===== src/rtl/att_pkg.sv =====
package att_pkg;
    localparam int ROW_W = 16;

    typedef enum logic [1:0] {
        ST_IDLE,
        ST_WALK,
        ST_UPDATE,
        ST_CLEAR
    } att_state_e;
endpackage


===== src/rtl/att_node_store.sv =====
module att_node_store #(
    parameter int POOL  = 32,
    parameter int CNT_W = 10,
    localparam int IDX_W = $clog2(POOL + 1)
) (
    input  logic             clk,
    input  logic             rst_n,
    input  logic [IDX_W-1:0] rd_idx,
    output logic             rd_leaf,
    output logic [CNT_W-1:0] rd_cnt,
    output logic [IDX_W-1:0] rd_left,
    output logic [IDX_W-1:0] rd_right,
    input  logic             clr_root,
    input  logic             cnt_we,
    input  logic [IDX_W-1:0] cnt_idx,
    input  logic [CNT_W-1:0] cnt_val,
    input  logic             split_we,
    input  logic [IDX_W-1:0] split_idx,
    input  logic [IDX_W-1:0] child_idx,
    input  logic [CNT_W-1:0] child_cnt
);
    logic             leaf_q  [POOL];
    logic [CNT_W-1:0] cnt_q   [POOL];
    logic [IDX_W-1:0] left_q  [POOL];
    logic [IDX_W-1:0] right_q [POOL];

    logic [IDX_W-1:0] child_hi;
    assign child_hi = child_idx + IDX_W'(1);

    for (genvar n = 0; n < POOL; n++) begin : g_node
        localparam logic [IDX_W-1:0] ME = IDX_W'(n);
        always_ff @(posedge clk or negedge rst_n) begin
            if (!rst_n) begin
                leaf_q[n]  <= 1'b1;
                cnt_q[n]   <= '0;
                left_q[n]  <= '0;
                right_q[n] <= '0;
            end else if (clr_root && n == 0) begin
                leaf_q[n] <= 1'b1;
                cnt_q[n]  <= '0;
            end else if (split_we && split_idx == ME) begin
                leaf_q[n]  <= 1'b0;
                left_q[n]  <= child_idx;
                right_q[n] <= child_hi;
            end else if (split_we && (child_idx == ME || child_hi == ME)) begin
                leaf_q[n] <= 1'b1;
                cnt_q[n]  <= child_cnt;
            end else if (cnt_we && cnt_idx == ME) begin
                cnt_q[n] <= cnt_val;
            end
        end
    end

    assign rd_leaf  = leaf_q[rd_idx];
    assign rd_cnt   = cnt_q[rd_idx];
    assign rd_left  = left_q[rd_idx];
    assign rd_right = right_q[rd_idx];
endmodule


===== src/rtl/att_alloc.sv =====
module att_alloc #(
    parameter int POOL = 32,
    localparam int IDX_W = $clog2(POOL + 1)
) (
    input  logic             clk,
    input  logic             rst_n,
    input  logic             clr,
    input  logic             take_pair,
    output logic [IDX_W-1:0] next_free,
    output logic             pair_avail
);
    logic [IDX_W:0] used_plus2;

    always_ff @(posedge clk or negedge rst_n) begin
        if (!rst_n)         next_free <= IDX_W'(1);
        else if (clr)       next_free <= IDX_W'(1);
        else if (take_pair) next_free <= next_free + IDX_W'(2);
    end

    assign used_plus2 = {1'b0, next_free} + (IDX_W + 1)'(2);
    assign pair_avail = used_plus2 <= (IDX_W + 1)'(POOL);
endmodule


===== src/rtl/att_span.sv =====
module att_span #(
    parameter int ROW_W = 16,
    localparam int DEPTH_W = $clog2(ROW_W + 1)
) (
    input  logic [ROW_W-1:0]   row,
    input  logic [ROW_W-1:0]   node_lo,
    input  logic [DEPTH_W-1:0] depth,
    output logic               go_upper,
    output logic [ROW_W-1:0]   child_lo,
    output logic [ROW_W-1:0]   ext_lo,
    output logic [ROW_W-1:0]   ext_hi
);
    localparam logic [ROW_W:0] TOP_ROW = {1'b0, {ROW_W{1'b1}}};

    logic [ROW_W:0] size_w, half_w, lo_w, mid_w, last_w;

    always_comb begin
        size_w   = (ROW_W + 1)'(1) << (ROW_W - int'(depth));
        half_w   = size_w >> 1;
        lo_w     = {1'b0, node_lo};
        mid_w    = lo_w + half_w;
        last_w   = lo_w + size_w - (ROW_W + 1)'(1);
        go_upper = {1'b0, row} >= mid_w;
        child_lo = go_upper ? mid_w[ROW_W-1:0] : node_lo;
        ext_lo   = (node_lo == '0) ? '0 : node_lo - ROW_W'(1);
        ext_hi   = (last_w >= TOP_ROW) ? {ROW_W{1'b1}}
                                       : last_w[ROW_W-1:0] + ROW_W'(1);
    end
endmodule


===== src/rtl/aggr_tree_tracker.sv =====
module aggr_tree_tracker #(
    parameter int POOL       = 32,
    parameter int MAX_DEPTH  = 8,
    parameter int SPLIT_TH   = 256,
    parameter int REFRESH_TH = 1024
) (
    input  logic        clk,
    input  logic        rst_n,
    input  logic        act_valid,
    input  logic [15:0] act_row,
    output logic        act_ready,
    input  logic        interval_end,
    output logic        refresh_valid,
    output logic [15:0] refresh_lo,
    output logic [15:0] refresh_hi
);
    import att_pkg::*;

    localparam int CNT_W   = $clog2(REFRESH_TH);
    localparam int IDX_W   = $clog2(POOL + 1);
    localparam int DEPTH_W = $clog2(ROW_W + 1);

    att_state_e state_q, state_d;

    logic [IDX_W-1:0]   cur_idx;
    logic [ROW_W-1:0]   cur_lo;
    logic [DEPTH_W-1:0] cur_depth;
    logic [ROW_W-1:0]   row_q;
    logic               pend_q;

    logic               rd_leaf;
    logic [CNT_W-1:0]   rd_cnt;
    logic [IDX_W-1:0]   rd_left, rd_right;
    logic [IDX_W-1:0]   next_free;
    logic               pair_avail;

    logic               go_upper;
    logic [ROW_W-1:0]   child_lo, ext_lo, ext_hi;

    logic [CNT_W:0]     inc;
    logic               hit_refresh, do_split;
    logic               take_act, cnt_we, split_we, clr_tree;
    logic [CNT_W-1:0]   cnt_val;

    att_node_store #(.POOL(POOL), .CNT_W(CNT_W)) u_store (
        .clk       (clk),
        .rst_n     (rst_n),
        .rd_idx    (cur_idx),
        .rd_leaf   (rd_leaf),
        .rd_cnt    (rd_cnt),
        .rd_left   (rd_left),
        .rd_right  (rd_right),
        .clr_root  (clr_tree),
        .cnt_we    (cnt_we),
        .cnt_idx   (cur_idx),
        .cnt_val   (cnt_val),
        .split_we  (split_we),
        .split_idx (cur_idx),
        .child_idx (next_free),
        .child_cnt (inc[CNT_W-1:0])
    );

    att_alloc #(.POOL(POOL)) u_alloc (
        .clk        (clk),
        .rst_n      (rst_n),
        .clr        (clr_tree),
        .take_pair  (split_we),
        .next_free  (next_free),
        .pair_avail (pair_avail)
    );

    att_span #(.ROW_W(ROW_W)) u_span (
        .row      (row_q),
        .node_lo  (cur_lo),
        .depth    (cur_depth),
        .go_upper (go_upper),
        .child_lo (child_lo),
        .ext_lo   (ext_lo),
        .ext_hi   (ext_hi)
    );

    // state register
    always_ff @(posedge clk or negedge rst_n) begin
        if (!rst_n) state_q <= ST_IDLE;
        else        state_q <= state_d;
    end

    // next state
    always_comb begin
        state_d = state_q;
        unique case (state_q)
            ST_IDLE: begin
                if (pend_q || interval_end) state_d = ST_CLEAR;
                else if (act_valid)         state_d = ST_WALK;
            end
            ST_WALK:   if (rd_leaf) state_d = ST_UPDATE;
            ST_UPDATE: state_d = ST_IDLE;
            ST_CLEAR:  state_d = ST_IDLE;
            default:   state_d = ST_IDLE;
        endcase
    end

    // outputs and strobes
    always_comb begin
        inc         = {1'b0, rd_cnt} + (CNT_W + 1)'(1);
        hit_refresh = inc >= (CNT_W + 1)'(REFRESH_TH);
        do_split    = !hit_refresh && inc == (CNT_W + 1)'(SPLIT_TH)
                      && pair_avail && cur_depth < DEPTH_W'(MAX_DEPTH);
        cnt_val     = hit_refresh ? '0 : inc[CNT_W-1:0];
        act_ready   = 1'b0;
        cnt_we      = 1'b0;
        split_we    = 1'b0;
        clr_tree    = 1'b0;
        unique case (state_q)
            ST_IDLE:   act_ready = !pend_q && !interval_end;
            ST_WALK:   ;
            ST_UPDATE: begin
                cnt_we   = !do_split;
                split_we = do_split;
            end
            ST_CLEAR:  clr_tree = 1'b1;
            default:   ;
        endcase
        take_act = act_ready && act_valid;
    end

    // datapath registers
    always_ff @(posedge clk or negedge rst_n) begin
        if (!rst_n) begin
            cur_idx       <= '0;
            cur_lo        <= '0;
            cur_depth     <= '0;
            row_q         <= '0;
            pend_q        <= 1'b0;
            refresh_valid <= 1'b0;
            refresh_lo    <= '0;
            refresh_hi    <= '0;
        end else begin
            refresh_valid <= 1'b0;
            if (state_q == ST_CLEAR) pend_q <= interval_end;
            else if (interval_end)   pend_q <= 1'b1;
            if (take_act) begin
                row_q     <= act_row;
                cur_idx   <= '0;
                cur_lo    <= '0;
                cur_depth <= '0;
            end
            if (state_q == ST_WALK && !rd_leaf) begin
                cur_idx   <= go_upper ? rd_right : rd_left;
                cur_lo    <= child_lo;
                cur_depth <= cur_depth + DEPTH_W'(1);
            end
            if (state_q == ST_UPDATE && hit_refresh) begin
                refresh_valid <= 1'b1;
                refresh_lo    <= ext_lo;
                refresh_hi    <= ext_hi;
            end
        end
    end
endmodule


===== config.mk =====
export PLATFORM = sky130hd
export DESIGN_NAME = aggr_tree_tracker
export DESIGN_NICKNAME = d
export VERILOG_FILES = /design/src/rtl/att_pkg.sv /design/src/rtl/att_node_store.sv /design/src/rtl/att_alloc.sv /design/src/rtl/att_span.sv /design/src/rtl/aggr_tree_tracker.sv
export SDC_FILE = /design/constraint.sdc
export NUM_CORES = 2
export LEC_CHECK = 0
export BUFFER_PORTS_ARGS = -buffer_cell sky130_fd_sc_hd__buf_4
export CAP_MARGIN = 30
export CORE_ASPECT_RATIO = 1.25
export CORE_MARGIN = 2
export CORE_UTILIZATION = 69
export DETAILED_ROUTE_END_ITERATION = 16
export GPL_TIMING_DRIVEN = 1
export MAX_ROUTING_LAYER = met4
export PLACE_DENSITY = 0.92
export SLEW_MARGIN = 20
export SYNTH_ARGS = -nofsm -noshare
export SYNTH_HDL_FRONTEND = slang
export SYNTH_HIERARCHICAL = 1
export SYNTH_SLANG_ARGS = --single-unit

===== constraint.sdc =====
create_clock -name clk -period 14.3 [get_ports clk]
set_clock_uncertainty 0.1 [all_clocks]
set_input_delay 1.43 -clock clk [delete_from_list [all_inputs] [get_ports clk]]
set_output_delay 1.43 -clock clk [all_outputs]
set_load 0.05 [all_outputs]

==> metrics.md <==
| Metric | Value |
|---|---|
| First drt pass iteration count | 11 |
| Largest net degree at the start of global routing | 190 |
| Status | complete, no violations |
| Hold crit path type | flip-flop to flip-flop |
| Routability congestion estimate | 1.08 |
| Sequential area share after synthesis | 0.451 |
| Placed Cells | 4957 |
| FF-to-FF path depth | 15 |
| Final total power | 8390 µW |
| Yosys warning total | 6 |
| Total wire length | 165 mm |
| Clock tree buffer depth | 3 |
| Top delay family on crit path | simple AND/OR/NAND/NOR gates |
| Max H-tree Level | 3 |
| Critical Path RT | 14.74 ns |
| FF+latch count, synth | 821 |
| Synthesized Nets | 4416 |
| Maximum vdd drop | 0.160 mV |
| Clk pin slew, worst setup/hold paths | 0.07 ns |
| Critical Path, Cell by Cell | buf_4, mux4_2, mux4_2, mux2_2, ha_1, or4_1, o211ai_1, nand4_1, nor3_2, buf_4, and2_1, nand3_1, nand2_1, nand3_1, o21a_1 |
| Detailed-placement wirelength estimate | 95.7 mm |
| Finished Core Util | 0.762 |
| Ys flop type | dfrtp_1 |
| Commonest cells after routing, fill and taps aside | dfrtp_1 (780), nand2_1 (645), o21ai_0 (467), o22ai_1 (241), mux4_2 (230) |
| Routed Antenna Nets | 0 |
| Die H | 292 µm |
| Critical-path maximum fanout | 61 |
| Fin crit period | 8.31 ns |
| Antenna violations before repair | 15 |
| Clock Sinks | 821 |
| Gr usage total | 0.486 |
| Hold buffers post-CTS | 0 |
| Hold depth | 2 |
| Max-Cap Viols | 0 |
| Total gr overflow | 0 |
| Setup violators final | 0 |
| Buffers & Inverters on Critical Path | 2 |
| CORE AREA | 0.0656 mm² |
| Leakage | 0.0224 µW |
| Netlist cell types | 100 |
| Post CTS Setup Buffer Count | 0 |
| Crit path DAT | 8.75 ns |
| Min-delay src | u_store/leaf_q[22] |
| Max Freq | 0.120 GHz |
| Area grow syn2layout | 9.26% |
| Crit share post-route | 0.581 |
| Vias in the first global route | 40226 |
| Share of cells above drive strength 1 | 0.210 |
| Asr flop ratio synth | 1.00 |
| Fin. Hold Viols | 0 |
| CP max-delay cell | dfrtp_4 |
| Slew margin rel. | 0.212 |
| Vias | 41211 |
| Vias/cell | 7.99 |
| Residual DRC | 0 |
| Die area | 0.0683 mm² |
| Fin. max-slew vios | 0 |
| CTS tree | done |
| Buffers on Ports | 53 |
| Setup TNS | 0 ns |
| Layout Nets | 4310 |
| Slew at the pin with the worst max-slew slack | 1.18 ns |
| Worst Setup End Kind | flip-flop |
| Crit start category | flip-flop |
| Synth Instances | 4320 |
| Mean Syn Cell Area | 10.6 µm² |
| Initial Utilization | 0.697 |
| Layout Cells excl Fill | 5159 |
| CP max stage delay | 1.13 ns |
| Class of the most critical setup path | flip-flop to flip-flop |
| R2R Setup Slk | 5.99 ns |
| Resized cells post-CTS | 0 |
| Commonest non-fill, non-tap cell in the layout | dfrtp_1 |
| Worst Hold End | u_store/leaf_q[22] |
| RR Endpoint | u_store/cnt_q[282] |
| Row Count | 105 |
| CTS buffer count | 81 |
| Clock latency on the worst-skew pair | 0.67 ns |
| Reg2reg start | cur_idx[1] |
| Pwr/cell area | 168 mW/mm² |
| Drt first-iter violations | 8231 |
| Io pins | 54 |
| First-pass GRT wire length | 241 mm |
| Hold slack | 0.365 ns |
| DR WL/cell | 32.0 µm |
| Die X | 234 µm |
| RSZ-0062 raised after global routing | no |
| Post-synth EDFFs | 0 |
| Netlist Area Pre-Place | 0.0457 mm² |
| CTS Root Buffer Type | clkbuf_16 |
[per-stage QoR]
stage               area (µm²)  worst slack, ns
floorplan                45700             8.25
global placement         46400             6.56
detailed placement       46600             6.60
CTS                      49400             6.54
global route             49900             5.96
finish                   49900             5.99
[kinds of logic (layout without fill, tap and decap cells)]
family | count (synthesis) | in the layout | synth area share
AO/OA/AOI/OAI | 1214 | 1214 | 0.166
XOR/XNOR | 68 | 68 | 0.0132
adder cells (fa/ha/maj) | 76 | 76 | 0.0211
buffers and inverters | 469 | 428 | 0.0434
flip-flops | 821 | 821 | 0.451
multiplexers | 513 | 513 | 0.183
other | 0 | 24 | 0
AND/OR/NAND/NOR | 1159 | 1159 | 0.122
[cell usage after synthesis (21+ instances only)]
cell / n / area, µm²
nor3_4: 21 / 342
nor2b_1: 21 / 131
and3_1: 25 / 156
a21oi_1: 103 / 515
mux2_4: 29 / 435
mux2i_1: 77 / 771
nand3_1: 96 / 480
nor2_1: 149 / 559
mux2_2: 177 / 1990
mux4_2: 230 / 5180
buf_1: 22 / 82.6
inv_1: 111 / 417
dfrtp_1: 788 / 19700
o22ai_1: 241 / 1510
o21a_1: 179 / 1340
nand2_1: 649 / 2440
o21ai_0: 469 / 2350
nand2b_1: 23 / 144
ha_1: 74 / 926
xor2_1: 23 / 201
clkbuf_1: 250 / 938
buf_2: 61 / 305
xnor2_1: 44 / 385
o31a_1: 75 / 657
dfstp_2: 33 / 867
nor3_1: 34 / 170
[how the worst max path moves through the flow]
stage | start | end | slack [ns] | cells past startpoint
finish | cur_idx[1] | u_store/cnt_q[282] | 5.99 | 15
global route | cur_idx[1] | u_store/cnt_q[302] | 5.96 | 15
CTS | cur_idx[1] | u_store/cnt_q[104] | 6.54 | 15
detailed placement | cur_idx[1] | u_store/cnt_q[104] | 6.60 | 15
global placement | cur_idx[0] | u_store/cnt_q[127] | 6.56 | 15
floorplan | cur_idx[0] | u_store/left_q[46] | 8.25 | 17
[worst min-delay path, cell delays in order (launching register included)]
cell and delay, ns:
dfstp_2 0.37, inv_1 0.04, a21oi_1 0.05
[area by class of cell]
| type | count | area (µm²) |
|---|---|---|
| well taps | 856 | 1070 |
| multi-input cells | 3030 | 23300 |
| clock inverters | 35 | 460 |
| clock buffers | 113 | 2350 |
| flip-flops and latches | 821 | 20600 |
| repair buffers | 169 | 1670 |
| diodes | 24 | 60.1 |
| inverters | 111 | 417 |
| fillers | 3635 | 15600 |
[flip-flops by register name (all words and copies together), names as in the netlist, 2 cells and up]
name / cells
u_store/cnt_q: 320
u_store/left_q: 192
u_store/right_q: 192
u_store/leaf_q: 32
cur_lo: 16
refresh_hi: 16
refresh_lo: 16
row_q: 16
cur_idx: 6
u_alloc/next_free: 6
cur_depth: 5
state_q: 2
[per-layer routing]
layer	global-route usage	up-vias	routed length [µm]
met3	0.152	1642	25100
met1	0.570	19482	50100
met5	-	-	0
li1	-	15607	-
met4	0.368	0	18900
met2	0.700	4480	71000
[where the power goes]
group	internal (µW)	switching, µW
Clock	1330	991
Sequential	2490	200
Combinational	1230	2150
Total	5050	3340
No activity file was read; power rests on OpenSTA's default activity.
